### config.mk
export PLATFORM = sky130hd
export DESIGN_NAME = tf_regbank
export DESIGN_NICKNAME = d
export VERILOG_FILES = /design/src/rtl/tf_pkg.sv /design/src/rtl/tf_shadow_reg.sv /design/src/rtl/tf_status_ctrl.sv /design/src/rtl/tf_regbank.sv
export SDC_FILE = /design/constraint.sdc
export NUM_CORES = 1
export LEC_CHECK = 0
export ABC_AREA = 0
export ABC_CLOCK_PERIOD_IN_PS = 3150
export BUFFER_PORTS_ARGS = -buffer_cell sky130_fd_sc_hd__buf_2
export CORE_MARGIN = 5
export CORE_UTILIZATION = 38
export DETAILED_ROUTE_END_ITERATION = 7
export GPL_TIMING_DRIVEN = 0
export SYNTH_ARGS = -nofsm -noshare
export SYNTH_HDL_FRONTEND = slang
export SYNTH_SLANG_ARGS = --single-unit
export TNS_END_PERCENT = 50
### constraint.sdc
create_clock -name clk -period 3.15 [get_ports clk]
set_clock_uncertainty 0.1 [all_clocks]
set_input_delay 0.63 -clock clk [delete_from_list [all_inputs] [get_ports clk]]
set_output_delay 0.63 -clock clk [all_outputs]
set_load 0.1 [all_outputs]
### src/rtl/tf_pkg.sv
package tf_pkg;
  localparam int AW = 4;
  localparam int DW = 8;
  localparam logic [AW-1:0] ADR_FEAT = 4'd1;
  localparam logic [AW-1:0] ADR_CNT  = 4'd2;
  localparam logic [AW-1:0] ADR_LBAL = 4'd3;
  localparam logic [AW-1:0] ADR_LBAM = 4'd4;
  localparam logic [AW-1:0] ADR_LBAH = 4'd5;
  localparam logic [AW-1:0] ADR_DH   = 4'd6;
  localparam logic [AW-1:0] ADR_CMD  = 4'd7;
  localparam logic [AW-1:0] ADR_CTL  = 4'd8;
  localparam logic [AW-1:0] ADR_DADR = 4'd9;
  localparam int NSHADOW = 4;
  localparam logic [DW-1:0] STAT_LOAD_MASK = 8'h3D;
  localparam logic [DW-1:0] ERR_LOAD_MASK  = 8'hD5;
  localparam logic [DW-1:0] STAT_BUSY_VAL  = 8'h80;
endpackage

### src/rtl/tf_shadow_reg.sv
module tf_shadow_reg #(
  parameter int W = 8
) (
  input  logic         clk,
  input  logic         rst_n,
  input  logic         clr,
  input  logic         host_we,
  input  logic [W-1:0] host_d,
  input  logic         dev_we,
  input  logic [W-1:0] dev_d,
  input  logic         sel_prev,
  output logic [W-1:0] rd_val,
  output logic [W-1:0] cur_val
);
  logic [W-1:0] cur_q, prev_q;

  always_ff @(posedge clk or negedge rst_n) begin
    if (!rst_n) begin
      cur_q  <= '0;
      prev_q <= '0;
    end else if (clr) begin
      cur_q  <= '0;
      prev_q <= '0;
    end else if (dev_we) begin
      cur_q <= dev_d;
    end else if (host_we) begin
      prev_q <= cur_q;
      cur_q  <= host_d;
    end
  end

  assign rd_val  = sel_prev ? prev_q : cur_q;
  assign cur_val = cur_q;

  AST_SHADOW_SHIFT: assert property (@(posedge clk) disable iff (!rst_n)
    (host_we && !clr && !dev_we) |=> (prev_q == $past(cur_q)));
endmodule

### src/rtl/tf_status_ctrl.sv
module tf_status_ctrl
  import tf_pkg::*;
(
  input  logic          clk,
  input  logic          rst_n,
  input  logic          dc_we,
  input  logic          dc_hob,
  input  logic          dc_srst,
  input  logic          dc_nien,
  input  logic          cb_we,
  input  logic          cmd_we,
  input  logic [DW-1:0] cmd_d,
  input  logic          stat_rd,
  input  logic          dev_ready,
  input  logic          dev_post,
  input  logic [DW-1:0] dev_stat,
  input  logic [DW-1:0] dev_err,
  output logic          bsy,
  output logic          srst,
  output logic          hob,
  output logic          irq,
  output logic          post_acc,
  output logic [DW-1:0] stat_val,
  output logic [DW-1:0] err_val,
  output logic          cmd_valid,
  output logic [DW-1:0] cmd_code
);
  logic          nien_q, pend_q, rdy_q;
  logic [DW-1:0] stat_q, err_q;

  assign post_acc = dev_post && bsy && !srst;

  always_ff @(posedge clk or negedge rst_n) begin
    if (!rst_n) begin
      hob       <= 1'b0;
      srst      <= 1'b0;
      nien_q    <= 1'b0;
      bsy       <= 1'b0;
      pend_q    <= 1'b0;
      rdy_q     <= 1'b0;
      stat_q    <= '0;
      err_q     <= '0;
      cmd_valid <= 1'b0;
      cmd_code  <= '0;
    end else begin
      rdy_q     <= dev_ready;
      cmd_valid <= 1'b0;
      if (dc_we) begin
        hob    <= dc_hob;
        srst   <= dc_srst;
        nien_q <= dc_nien;
      end else if (cb_we) begin
        hob <= 1'b0;
      end
      if (srst) begin
        bsy    <= 1'b0;
        pend_q <= 1'b0;
        stat_q <= '0;
        err_q  <= '0;
      end else if (post_acc) begin
        bsy    <= 1'b0;
        pend_q <= 1'b1;
        stat_q <= dev_stat & STAT_LOAD_MASK;
        err_q  <= dev_err & ERR_LOAD_MASK;
      end else if (cmd_we) begin
        bsy       <= 1'b1;
        pend_q    <= 1'b0;
        cmd_valid <= 1'b1;
        cmd_code  <= cmd_d;
      end else if (stat_rd) begin
        pend_q <= 1'b0;
      end
    end
  end

  assign stat_val = bsy ? STAT_BUSY_VAL : ({1'b0, rdy_q, 6'b0} | stat_q);
  assign err_val  = err_q;
  assign irq      = pend_q && !nien_q;

  AST_HOB_AUTOCLR: assert property (@(posedge clk) disable iff (!rst_n)
    (cb_we && !dc_we) |=> !hob);
  AST_CMD_SETS_BUSY: assert property (@(posedge clk) disable iff (!rst_n)
    cmd_we |=> (bsy && !pend_q && cmd_valid));
  AST_POST_RAISES: assert property (@(posedge clk) disable iff (!rst_n)
    post_acc |=> (!bsy && pend_q));
  AST_PEND_HOLDS: assert property (@(posedge clk) disable iff (!rst_n)
    (pend_q && !stat_rd && !cmd_we && !srst) |=> pend_q);
  AST_SRST_IDLE: assert property (@(posedge clk) disable iff (!rst_n)
    srst |=> (!bsy && !pend_q));
endmodule

### src/rtl/tf_regbank.sv
module tf_regbank
  import tf_pkg::*;
(
  input  logic          clk,
  input  logic          rst_n,
  input  logic [3:0]    hst_addr,
  input  logic          hst_wr,
  input  logic          hst_rd,
  input  logic [7:0]    hst_wdata,
  output logic [7:0]    hst_rdata,
  input  logic          dev_ready,
  input  logic          dev_writing,
  input  logic          dev_post,
  input  logic [7:0]    dev_stat,
  input  logic [7:0]    dev_err,
  input  logic [7:0]    dev_count,
  output logic          cmd_valid,
  output logic [7:0]    cmd_code,
  output logic [7:0]    cmd_feature,
  output logic [27:0]   lba28,
  output logic          lba_mode,
  output logic [8:0]    sect_total,
  output logic          srst_out,
  output logic          irq
);
  logic          bsy, srst, hob, post_acc;
  logic [DW-1:0] stat_val, err_val;
  logic          cb_we, dc_we, cmd_we, stat_rd;
  logic [DW-1:0] sh_rd  [NSHADOW];
  logic [DW-1:0] sh_cur [NSHADOW];
  logic          lba_q, drv_q;
  logic [3:0]    head_q;
  logic [DW-1:0] feat_q;

  assign cb_we   = hst_wr && (hst_addr >= ADR_FEAT) && (hst_addr <= ADR_CMD) && !bsy && !srst;
  assign cmd_we  = cb_we && (hst_addr == ADR_CMD);
  assign dc_we   = hst_wr && (hst_addr == ADR_CTL);
  assign stat_rd = hst_rd && (hst_addr == ADR_CMD);

  for (genvar i = 0; i < NSHADOW; i++) begin : g_shadow
    tf_shadow_reg #(.W(DW)) u_sh (
      .clk      (clk),
      .rst_n    (rst_n),
      .clr      (srst),
      .host_we  (cb_we && (hst_addr == ADR_CNT + 4'(i))),
      .host_d   (hst_wdata),
      .dev_we   ((i == 0) ? post_acc : 1'b0),
      .dev_d    (dev_count),
      .sel_prev (hob),
      .rd_val   (sh_rd[i]),
      .cur_val  (sh_cur[i])
    );
  end

  always_ff @(posedge clk or negedge rst_n) begin
    if (!rst_n) begin
      lba_q  <= 1'b0;
      drv_q  <= 1'b0;
      head_q <= '0;
      feat_q <= '0;
    end else if (srst) begin
      lba_q  <= 1'b0;
      drv_q  <= 1'b0;
      head_q <= '0;
      feat_q <= '0;
    end else if (cb_we) begin
      if (hst_addr == ADR_DH) begin
        lba_q  <= hst_wdata[6];
        drv_q  <= hst_wdata[4];
        head_q <= hst_wdata[3:0];
      end
      if (hst_addr == ADR_FEAT) feat_q <= hst_wdata;
    end
  end

  tf_status_ctrl u_ctrl (
    .clk       (clk),
    .rst_n     (rst_n),
    .dc_we     (dc_we),
    .dc_hob    (hst_wdata[7]),
    .dc_srst   (hst_wdata[2]),
    .dc_nien   (hst_wdata[1]),
    .cb_we     (cb_we),
    .cmd_we    (cmd_we),
    .cmd_d     (hst_wdata),
    .stat_rd   (stat_rd),
    .dev_ready (dev_ready),
    .dev_post  (dev_post),
    .dev_stat  (dev_stat),
    .dev_err   (dev_err),
    .bsy       (bsy),
    .srst      (srst),
    .hob       (hob),
    .irq       (irq),
    .post_acc  (post_acc),
    .stat_val  (stat_val),
    .err_val   (err_val),
    .cmd_valid (cmd_valid),
    .cmd_code  (cmd_code)
  );

  always_comb begin
    hst_rdata = '0;
    if (hst_rd) begin
      case (hst_addr)
        ADR_FEAT: hst_rdata = err_val;
        ADR_CNT:  hst_rdata = sh_rd[0];
        ADR_LBAL: hst_rdata = sh_rd[1];
        ADR_LBAM: hst_rdata = sh_rd[2];
        ADR_LBAH: hst_rdata = sh_rd[3];
        ADR_DH:   hst_rdata = {1'b1, lba_q, 1'b1, drv_q, head_q};
        ADR_CMD:  hst_rdata = stat_val;
        ADR_CTL:  hst_rdata = stat_val;
        ADR_DADR: hst_rdata = {1'b1, !dev_writing, ~head_q, 1'b1, drv_q};
        default:  hst_rdata = '0;
      endcase
    end
  end

  assign lba28       = {head_q, sh_cur[3], sh_cur[2], sh_cur[1]};
  assign lba_mode    = lba_q;
  assign sect_total  = (sh_cur[0] == '0) ? 9'd256 : {1'b0, sh_cur[0]};
  assign cmd_feature = feat_q;
  assign srst_out    = srst;

  AST_LOCKED_WRITE: assert property (@(posedge clk) disable iff (!rst_n)
    (hst_wr && bsy && (hst_addr == ADR_DH)) |=> $stable(head_q));
endmodule

### After elaboration in Yosys (flattened, before gate mapping)

Cells that the tools add are included.

* bits in writable memories: 0
* bits in latches: 0
* memory bits (read-only): 0
* memories kept: 0
* word-level logic and storage cells: 128
* bits in registers: 109
* input port bits: 43

* multiply operators: 0
* add/sub/neg operators: 0
* bitwise logic cells: 4
* order comparisons: 2
* equal/unequal tests: 10
* shift operators: 0
* divide/modulo/power cells: 0
* reduce and logical (&&, ||, !) cells: 36
* multiplexer cells: 54

Operators with widths (number)
* 2-to-1 mux 8 bit: 31
* case mux 8 bit (8 select lines): 1
* 2-to-1 mux 1 bit: 18
* nonzero test 2 bit: 9
* equality test 4 x 3 -> 1 bit, second input constant: 4
* logical AND 1 bit: 14
* 2-to-1 mux 4 bit: 3
* 2-to-1 mux 9 bit: 1
* equality test 4 x 2 -> 1 bit, second input constant: 2
* equality test 4 bit, second input constant: 2
* zero test 8 bit: 1
* bitwise OR 7 x 8 -> 8 bit: 1
* AND reduction 2 bit: 3
* nonzero test 3 bit: 2
* equality test 4 x 1 -> 1 bit, second input constant: 1
* greater-or-equal comparator 4 x 1 -> 1 bit, second input constant: 1
* less-or-equal comparator 4 x 3 -> 1 bit, second input constant: 1
* zero test 1 bit: 4
* inverter 4 bit: 1
* nonzero test 4 bit: 1
* AND reduction 3 bit: 1
* inequality test 2 x 1 -> 1 bit, second input constant: 1
* inverter 1 bit: 2
* OR reduction 2 bit: 1

### Logic depth before layout (Yosys ltp)

Gate-level depths: netlist of the first run.

* depth in word-level cells: 9
* gate-level depth with buffers: 7
* mapped depth without buffers: 4

### By module

A second synthesis of the first run with hierarchy kept.

* cells, all modules: 550
* area, all modules: 5999.5 um^2

Modules (own cells, without submodules)
* tf_shadow_reg: area each 869.6 um^2, sequential area each 400.4 um^2, cells an instance 71, instances 4
* tf_regbank: area each 1450.1 um^2, sequential area each 350.3 um^2, cells an instance 171, instances 1
* tf_status_ctrl: area each 1071.0 um^2, sequential area each 625.6 um^2, cells an instance 95, instances 1

### Least setup slack after synthesis of the first run

No wires, ideal clock.

* path kind: input to output
* start: input port hst_addr[3]
* end: output port hst_rdata[7]
* stages: 5
* required time: 2.420 ns
* buffers on the path: 2
* slack: -0.934 ns
* arrival: 3.354 ns
* path through: clkbuf_1 > or4b_1 > buf_4 > o221a_2 > a31oi_1

* cells in the longest elaborated chain, start to end: 4
* elaborated cells between the ends (all ways): 12
* those cells by class: eq/ne (9); mux (2); reduce/logical (1)

RTL lines
* start: declaration: RTL line tf_regbank.sv:6 `input logic [3:0] hst_addr,`
* equality test 4 bit or equality test 4 x 3 -> 1 bit (tied branches): RTL line tf_regbank.sv:105 `case (hst_addr)`
* OR reduction 2 bit (no line)
* case mux 8 bit (8 select lines) (*): RTL line tf_regbank.sv:105
* 2-to-1 mux 8 bit (*): RTL line tf_regbank.sv:104 `if (hst_rd) begin`
* end: declaration: RTL line tf_regbank.sv:10 `output logic [7:0] hst_rdata,`

Mark *: on every way between the ends. The rest lies on a longest branch, timed or not.

### Worst setup path after layout of the first run

* start: input port hst_addr[0]
* end: output port hst_rdata[0]

Same word-level chain as after synthesis.

==> metrics, run 1 <==
status=complete, no violations; die height=127 um; router iterations before antenna repair=5; drt drc=0; Core Area=roughly 13000 um2; drt total wl=16500 um; Least-Margin Pin Slew=0.796 ns; register area share after synthesis=0.497; pwr/cell area=608 nW/um2; Req. time, crit path=2.42 ns; CTS Buf Count=9; fmax=~0.32 GHz; final setup fails=0; largest net degree at the start of global routing=67; Hold Violations, Final=0; worst vdd ir=~0.4 mV; Yosys top cell by area=dfrtp_1; WL per Instance=20.3 um; crit path max fanout=8; syn nets=565; EDFF count, synth=0; CTS root buf=clkbuf_16; H-tree depth=3; Crit Path Class=in -> out; Vias/cell=5.44; Antenna Diode Count=0; Worst Path Arrival=2.41 ns; row count=42; Port-buffer cells=101; max-slew violations=0; cells after synthesis=522; detailed placement HPWL=11700 um; post-route ant nets=0; unrepaired setup endpoints after global routing=true; first-pass GRT wire length=26000 um; Sink Count=a little over 100; Synth async-reset ratio=1.00; DRT iter0 DRCs=362; worst setup margin=around 0.0097 ns; layout cell share with drive strength beyond 1=0.273; Area contributors post-synth=dfrtp_1 (50%), mux2i_1 (7.3%), nand2b_1 (6.8%); Synth Register Bits=103; Post-Syn Area=5180 um2; Synth Flop Type=dfrtp_1; hold bufs inserted after CTS=0; Filler cells=1308; Period minus WS final=3.14 ns; total number of vias=around 4.4k; Synth cell types=48; average size of a mapped cell=9.93 um2; DP Worst Slack=-0.524 ns; Worst-path clk slew=about 0.070 ns; Worst setup EP type=output port; Tcrit/Tclk final=0.997; commonest cells in the netlist=dfrtp_1 (103), nand2_1 (72), nand2b_1 (56); most common cell in the netlist=dfrtp_1; FF-to-FF setup slack=around 0.51 ns; Yosys warning count=0; Max Root-Sink Buffers=2; R2R depth=6; die width=roughly 130 um; fin nets=676; nature of the critical path startpoint=primary input; relative slew slack=0.464; full die area=between 15000 and 20000 um2; top cell type's share of synthesized area=0.497; TritonCTS clock tree=built; Area growth, synth to finish=24.3%; global route overflow=0; MaxCap Viol Count=0; initial antenna violation count=0; vias in the first global route=4580; effective utilization at floorplan=0.390; I/O pin cnt=around 110; P_leak=2.82 nW; routability cong.=0.863; GRT Overall Usage=0.209; clock latency on the worst-skew pair=0.35 ns; Final Total Pwr=3.92 mW; worst hold path type=in -> async
[path summary, 6_finish.rpt]
kind / startpoint / to
setup / recovery: hst_addr[0] / hst_rdata[0]
hold / removal: rst_n / g_shadow[3].u_sh.cur_val[7]
setup reg to reg: u_ctrl.bsy / g_shadow[3].u_sh.prev_q[7]
hold reg to reg: u_ctrl.cmd_code[7] / u_ctrl.cmd_code[7]
max in group asynchronous: rst_n / cmd_feature[0]
min in group clk: dev_ready / u_ctrl.rdy_q
[repair_timing]
| item | CTS | global route |
|---|---|---|
| buffers inserted | 0 | 0 |
| endpoints found under the setup margin | 8 | 8 |
| pin swaps | 0 | 2 |
| resized for setup | 39 | 16 |
[layout make-up]
class                      instances  area (um2)  share of cell area
buffer                            45         215              0.0334
clock buffer                      12         256              0.0398
clock inverter                     3        18.8             0.00291
inverter                           2        7.51             0.00117
multi-input combinational        370        2540               0.395
sequential                       103        2580               0.400
tap                              176         220              0.0342
timing repair buffer             102         602              0.0934
[worst max-delay path, stage by stage]
cell	delay [ns]
buf_2	0.14
or4b_1	0.50
clkbuf_1	0.25
o22ai_1	0.29
a311oi_1	0.10
a21oi_2	0.25
buf_8	0.23
[logic make-up (layout without fill, tap and decap cells)]
family                 Yosys count  in the layout  synth area share
AO/OA/AOI/OAI                  134            134             0.169
buffers and inverters           49            164            0.0394
flip-flops                     103            103             0.497
multiplexers                    50             50            0.0995
AND/OR/NAND/NOR                186            186             0.195
[power breakdown]
group          switching (mW)  total [mW]  leakage [nW]  internal (mW)
clock network           0.485        1.06         0.138          0.574
logic                   0.997        1.33          1.27          0.332
registers               0.115        1.53          1.41           1.41
total                    1.60        3.92          2.82           2.32
[routing by layer]
layer | routed length, um | global-route usage | vias to the layer above | share of wire
met5 | 0 | 0 | - | 0
met4 | 412 | 0.0688 | 0 | 0.025
met3 | 1140 | 0.0488 | 28 | 0.069
met2 | 7620 | 0.323 | 161 | 0.46
met1 | 7360 | 0.290 | 2176 | 0.45
li1 | - | - | 2056 | -
[registers in the layout, summed over array words and instances, names as in the netlist]
signal                 flops
u_ctrl.pend_q              1
u_ctrl.cmd_valid           1
head_q                     4
u_ctrl.hob                 1
g_shadow.u_sh.prev_q      32
u_ctrl.cmd_code            8
u_ctrl.bsy                 1
g_shadow.u_sh.cur_val     32
u_ctrl.srst                1
u_ctrl.nien_q              1
u_ctrl.stat_q              5
drv_q                      1
u_ctrl.rdy_q               1
cmd_feature                8
lba_mode                   1
u_ctrl.err_val             5
[stage by stage]
step	area [um2]	std cells	hold WS [ns]	setup TNS, ns	util
final	6440	813	0.159	0	0.485
after global routing	6440	813	0.199	-0.0169	0.485
after CTS	6390	814	0.169	-0.0253	0.480
after detailed placement	6000	800	0.393	-3.29	0.451
after global placement	5970	799	0.386	-3.25	0.449
after floorplan	5240	522	0.234	-0.824	-
[layout by cell type (no fill, tap or decap), types with 9 or more instances in the layout]
cell,instances
clkbuf_1,31
a22o_1,16
nand2_1,72
o21ai_0,33
mux2i_1,38
mux2_2,12
clkbuf_16,9
nor2_1,25
o21ai_1,37
o22ai_1,9
dfrtp_1,103
nand2b_1,56
buf_2,97
No activity file was read; power rests on OpenSTA's default activity.
==> run 2, diff against run 1 <==
--- a/config.mk
+++ b/config.mk
@@ -9,9 +9,10 @@
 export ABC_CLOCK_PERIOD_IN_PS = 3150
 export BUFFER_PORTS_ARGS = -buffer_cell sky130_fd_sc_hd__buf_2
 export CORE_MARGIN = 5
-export CORE_UTILIZATION = 38
+export CORE_UTILIZATION = 50
 export DETAILED_ROUTE_END_ITERATION = 7
 export GPL_TIMING_DRIVEN = 0
+export PLACE_DENSITY = 0.74
 export SYNTH_ARGS = -nofsm -noshare
 export SYNTH_HDL_FRONTEND = slang
 export SYNTH_SLANG_ARGS = --single-unit
==> run 2 against run 1 <==
Worst setup slack improved by 0.024 ns. Critical path depth unchanged. Power decreased by 6.8%. Global-route usage increased by 3.9 points. First-iteration DRC count increased by 29%. Sequential power about the same. Non-clock buffer count unchanged. Design area decreased by 2.4%. Critical path type unchanged. Largest cell class unchanged. Highest routed layer unchanged.
==> metrics, run 2 (synthesis gave the netlist of run 1 again) <==
unrepaired setup endpoints after global routing=false; CTS root buf=clkbuf_8; hold bufs inserted after CTS=0; effective utilization at floorplan=0.506; Area growth, synth to finish=21.3%; nature of the critical path startpoint=primary input; Max Root-Sink Buffers=2; sw frac=0.440; first-pass GRT wire length=24500 um; pwr/cell area=581 nW/um2; router iterations before antenna repair=5; H-tree depth=3; DRT iter0 DRCs=roughly 470; TritonCTS clock tree=built; die width=around 110 um; Critical Path Start=hst_addr[1]; Port-buffer cells=101; most frequent cells in the layout=dfrtp_1 (103), buf_2 (98), nand2_1 (72), nand2b_1 (56), mux2i_1 (38); worst hold path type=in -> async; routability cong.=approximately 0.89; combinational power share=0.361; clock latency on the worst-skew pair=around 0.38 ns; Core Area=between 10000 and 15000 um2; fmax=0.321 GHz; detailed placement HPWL=10900 um; GRT Overall Usage=0.247; total number of vias=4493; WL per Instance=19.9 um; DRT met1 WL=6610 um; Tcrit/Tclk final=0.989; P_leak=2.76 nW; Worst Path Arrival=2.39 ns; largest net degree at the start of global routing=74; worst vdd ir=around 0.50 mV; internal power=2.04 mW; Clock power frac=0.221; post-route ant nets=0; max-slew violations=0; Period minus WS final=3.12 ns; Reg2Reg Launch Point=u_ctrl.bsy; Antenna Diode Count=0; global route overflow=0; Req. time, crit path=2.42 ns; row count=37; Crit Path Class=in -> out; met3 wire len=1330 um; Setup Fix Bufs, Post-CTS=0; Sink Count=103; vias in the first global route=between 4k and 5k; I/O pin cnt=roughly 110; fin nets=676; sw power=~1.6 mW; MaxCap Viol Count=0; drt total wl=15400 um; CTS Buf Count=9; Worst setup EP type=output port; Least-Margin Pin Slew=around 0.8 ns; full die area=12500 um2; initial antenna violation count=0; Max Used Layer=met4; layout cell share with drive strength beyond 1=0.277; drt drc=0; Hold Violations, Final=0; Vias/cell=5.80; WHS=approximately 0.081 ns; met2 wire len=7190 um; die height=112 um; relative slew slack=0.454; Sequential Power Share=0.418; final setup TNS=0 ns; commonest non-fill, non-tap cell in the layout=dfrtp_1; status=complete, no violations; final setup fails=0; crit path max fanout=10; Worst-path clk slew=0.10 ns
## run 2: cell count changes in the layout (fill, tap and decap cells not counted), moves of 2 or more
| cell | change |
|---|---|
| buf_4 | +2 |
| clkinvlp_4 | +2 |
| inv_6 | +2 |
| clkinv_2 | -2 |
| buf_8 | -2 |
| clkbuf_16 | -9 |
| clkbuf_8 | +7 |
## run 2: final cells by class
cell class                      instances  area, um2
Clock buffer                           10        128
Multi-Input combinational cell        370       2550
Tap cell                              136        170
Timing Repair Buffer                  102        594
Inverter                                2       7.51
Sequential cell                       103       2580
Fill cell                             900       3950
Clock inverter                          6       52.6
Buffer                                 45        205
## run 2: path summary, 6_finish.rpt
check / endpoint / slack, ns / cells past startpoint
max in group asynchronous: drv_q / 2.18 / 2
hold / removal: g_shadow[3].u_sh.prev_q[2] / 0.08 / 1
hold reg to reg: u_ctrl.cmd_code[6] / 0.42 / 1
setup reg to reg: g_shadow[1].u_sh.prev_q[7] / 0.51 / 5
setup / recovery: hst_rdata[4] / 0.03 / 7
min in group clk: u_ctrl.rdy_q / 0.25 / 1
## run 2: what timing repair did
item | CTS | global route
setup endpoints to repair | 8 | 8
gates resized for setup | 33 | 15
pin swaps | 0 | 1
## run 2: routing by layer
| layer | vias to the layer above | track usage |
|---|---|---|
| li1 | 2049 | - |
| met1 | 2235 | 0.352 |
| met2 | 185 | 0.375 |
| met3 | 24 | 0.0663 |
| met4 | 0 | 0.0697 |
| met5 | - | 0 |
## run 2: per-stage QoR
stage	cells	area, um2	power, mW	setup slack, ns	util
6_report	774	6280	3.65	0.0337	0.614
5_1_grt	774	6280	3.77	0.000332	0.614
4_1_cts	775	6230	3.65	-0.0165	0.609
3_5_place_dp	760	5950	2.85	-0.582	0.582
3_3_place_gp	759	5920	2.83	-0.522	0.579
2_1_floorplan	522	5240	2.55	-0.216	-
## run 2: power by group through the flow
stage / Sequential [mW] / Combinational, mW / Clock, mW
after global placement: 1.54 / 1.29 / 0
after CTS: 1.52 / 1.31 / 0.811
after detailed placement: 1.55 / 1.30 / 0
after floorplan: 1.82 / 0.729 / 0
after global routing: 1.54 / 1.37 / 0.861
final: 1.52 / 1.32 / 0.807
## run 2: critical path: stages
cell	delay, ns
buf_2	0.12
buf_4	0.17
or4b_1	0.59
a21oi_4	0.27
nand2_1	0.14
a31oi_4	0.22
buf_6	0.25
==> run 3, diff against run 2 <==
--- a/config.mk
+++ b/config.mk
@@ -11,7 +11,6 @@
 export CORE_MARGIN = 5
 export CORE_UTILIZATION = 50
 export DETAILED_ROUTE_END_ITERATION = 7
-export GPL_TIMING_DRIVEN = 0
 export PLACE_DENSITY = 0.74
 export SYNTH_ARGS = -nofsm -noshare
 export SYNTH_HDL_FRONTEND = slang
==> run 3 against run 2 <==
Utilization up 0.15 points. Non-clock buffer count down 22. Flip-flop and latch count unchanged. Clock power up 12%. Via count fell by 4.7%. Global-route usage shrank 2.2 points. Critical path type unchanged. Critical endpoint is now hst_rdata[7].
==> metrics, run 3 (synthesis gave the netlist of run 1 again) <==
routability cong.=0.903; Max Root-Sink Buffers=2; Sequential Power Share=0.419; worst hold path type=in -> async; FF-to-FF setup slack=0.95 ns; I/O pin cnt=~110; final setup fails=0; Finished Layout Cells=751; WL per Instance=18.8 um; DRT iter0 DRCs=~280; die height=112 um; Worst setup EP type=output port; Worst Path Arrival=about 2.3 ns; largest net degree at the start of global routing=59; commonest non-fill, non-tap cell in the layout=dfrtp_1; CP top delay family=simple AND/OR/NAND/NOR gates; detailed placement HPWL=9920 um; CTS Buf Count=9; sw power=1.52 mW; effective utilization at floorplan=0.506; fmax=0.329 GHz; Sink Count=103; Req. time, crit path=2.42 ns; Worst-path clk slew=0.10 ns; Port-buffer cells=101; nature of the critical path startpoint=primary input; post-layout instance area=6300 um2; MaxCap Viol Count=0; most frequent cells in the layout=dfrtp_1 (102), buf_2 (92), nand2_1 (72), nand2b_1 (56), mux2i_1 (38); delay of the slowest critical-path stage=0.73 ns; crit path max fanout=11; worst-path cell chain=buf_2, or4b_1, o221a_2, a31oi_4, buf_12; reg2reg end=g_shadow[0].u_sh.cur_val[3]; Area growth, synth to finish=21.6%; global route overflow=0; Crit-path slowest cell=or4b_1; sw frac=0.412; row count=37; GRT Overall Usage=0.226; status=complete, no violations; Core Area=between 10000 and 15000 um2; fin nets=654; Clock power frac=0.244; Least-Margin Pin Slew=1.18 ns; first-pass GRT wire length=roughly 22000 um; Tcrit/Tclk final=0.965; drt total wl=14100 um; P_leak=2.79 nW; Vias/cell=5.70; layout cell share with drive strength beyond 1=0.291; final setup TNS=0 ns; total number of vias=around 4.3k; internal power=2.18 mW; clock latency on the worst-skew pair=0.37 ns; Antenna Diode Count=0; unrepaired setup endpoints after global routing=false; relative slew slack=0.208; initial antenna violation count=0; final core occ=0.616; dpl cell area=6080 um2; max-slew violations=0; Crit Path Class=in -> out; CP Buf/Inv Count=2; Hold Violations, Final=0; R2R depth=3; Reg2Reg Launch Point=u_ctrl.srst; pwr/cell area=587 nW/um2; Period minus WS final=around 3.0 ns; router iterations before antenna repair=5; vias in the first global route=4186; die width=112 um; CTS root buf=clkbuf_8; worst vdd ir=0.459 mV; dpl cells=~740; TritonCTS clock tree=built; full die area=12500 um2; drt drc=0; post-route ant nets=0; combinational power share=0.337; H-tree depth=3
run 3: area by class of cell:
class | instances | area (um2)
clock buffer | 10 | 128
inverter | 2 | 7.51
fill | 869 | 3930
clock inverter | 5 | 82.6
tap | 136 | 170
timing repair buffer | 125 | 833
multi-input combinational | 370 | 2500
sequential | 103 | 2580
run 3: worst reg2reg max path, cell delays in order (launching register included):
cell       delay, ns
dfrtp_2         0.66
nor2_1          1.00
nand2_1         0.19
a2bb2oi_2       0.18
run 3: what timing repair did:
item                       CTS  global route
hold buffers                 0             0
resized for setup            0             2
setup endpoints to repair    0             1
buffers inserted             0             0
run 3: power groups by stage:
stage | clock [mW] | combinational, mW | sequential, mW
after floorplan | 0 | 0.729 | 1.82
after global placement | 0 | 1.24 | 1.56
after detailed placement | 0 | 1.25 | 1.57
after CTS | 0.919 | 1.25 | 1.55
after global routing | 0.969 | 1.30 | 1.57
final | 0.902 | 1.25 | 1.55
run 3: per-layer routing:
metal	wire [um]	vias to the layer above	global-route usage
li1	-	2010	-
met1	6130	2101	0.309
met2	6630	154	0.356
met3	1130	17	0.0674
met4	210	0	0.0527
met5	0	-	0
run 3: through the flow:
stage | power (mW) | worst slack, ns | hold slack [ns]
final | 3.70 | 0.109 | 0.163
after CTS | 3.72 | 0.0768 | 0.184
after detailed placement | 2.82 | 0.112 | 0.391
after floorplan | 2.55 | -0.216 | 0.234
after global routing | 3.83 | 0.00152 | 0.207
after global placement | 2.81 | 0.109 | 0.386
run 3: worst max-delay path by stage:
stage | depth (start not counted) | startpoint | slack [ns] | to
final | 5 | hst_addr[2] | 0.11 | hst_rdata[7]
after global routing | 7 | hst_addr[1] | 0.002 | hst_rdata[6]
after CTS | 6 | u_ctrl.hob | 0.08 | hst_rdata[6]
after detailed placement | 6 | hst_addr[1] | 0.11 | hst_rdata[6]
after global placement | 6 | hst_addr[1] | 0.11 | hst_rdata[6]
after floorplan | 5 | hst_addr[3] | -0.22 | hst_rdata[5]
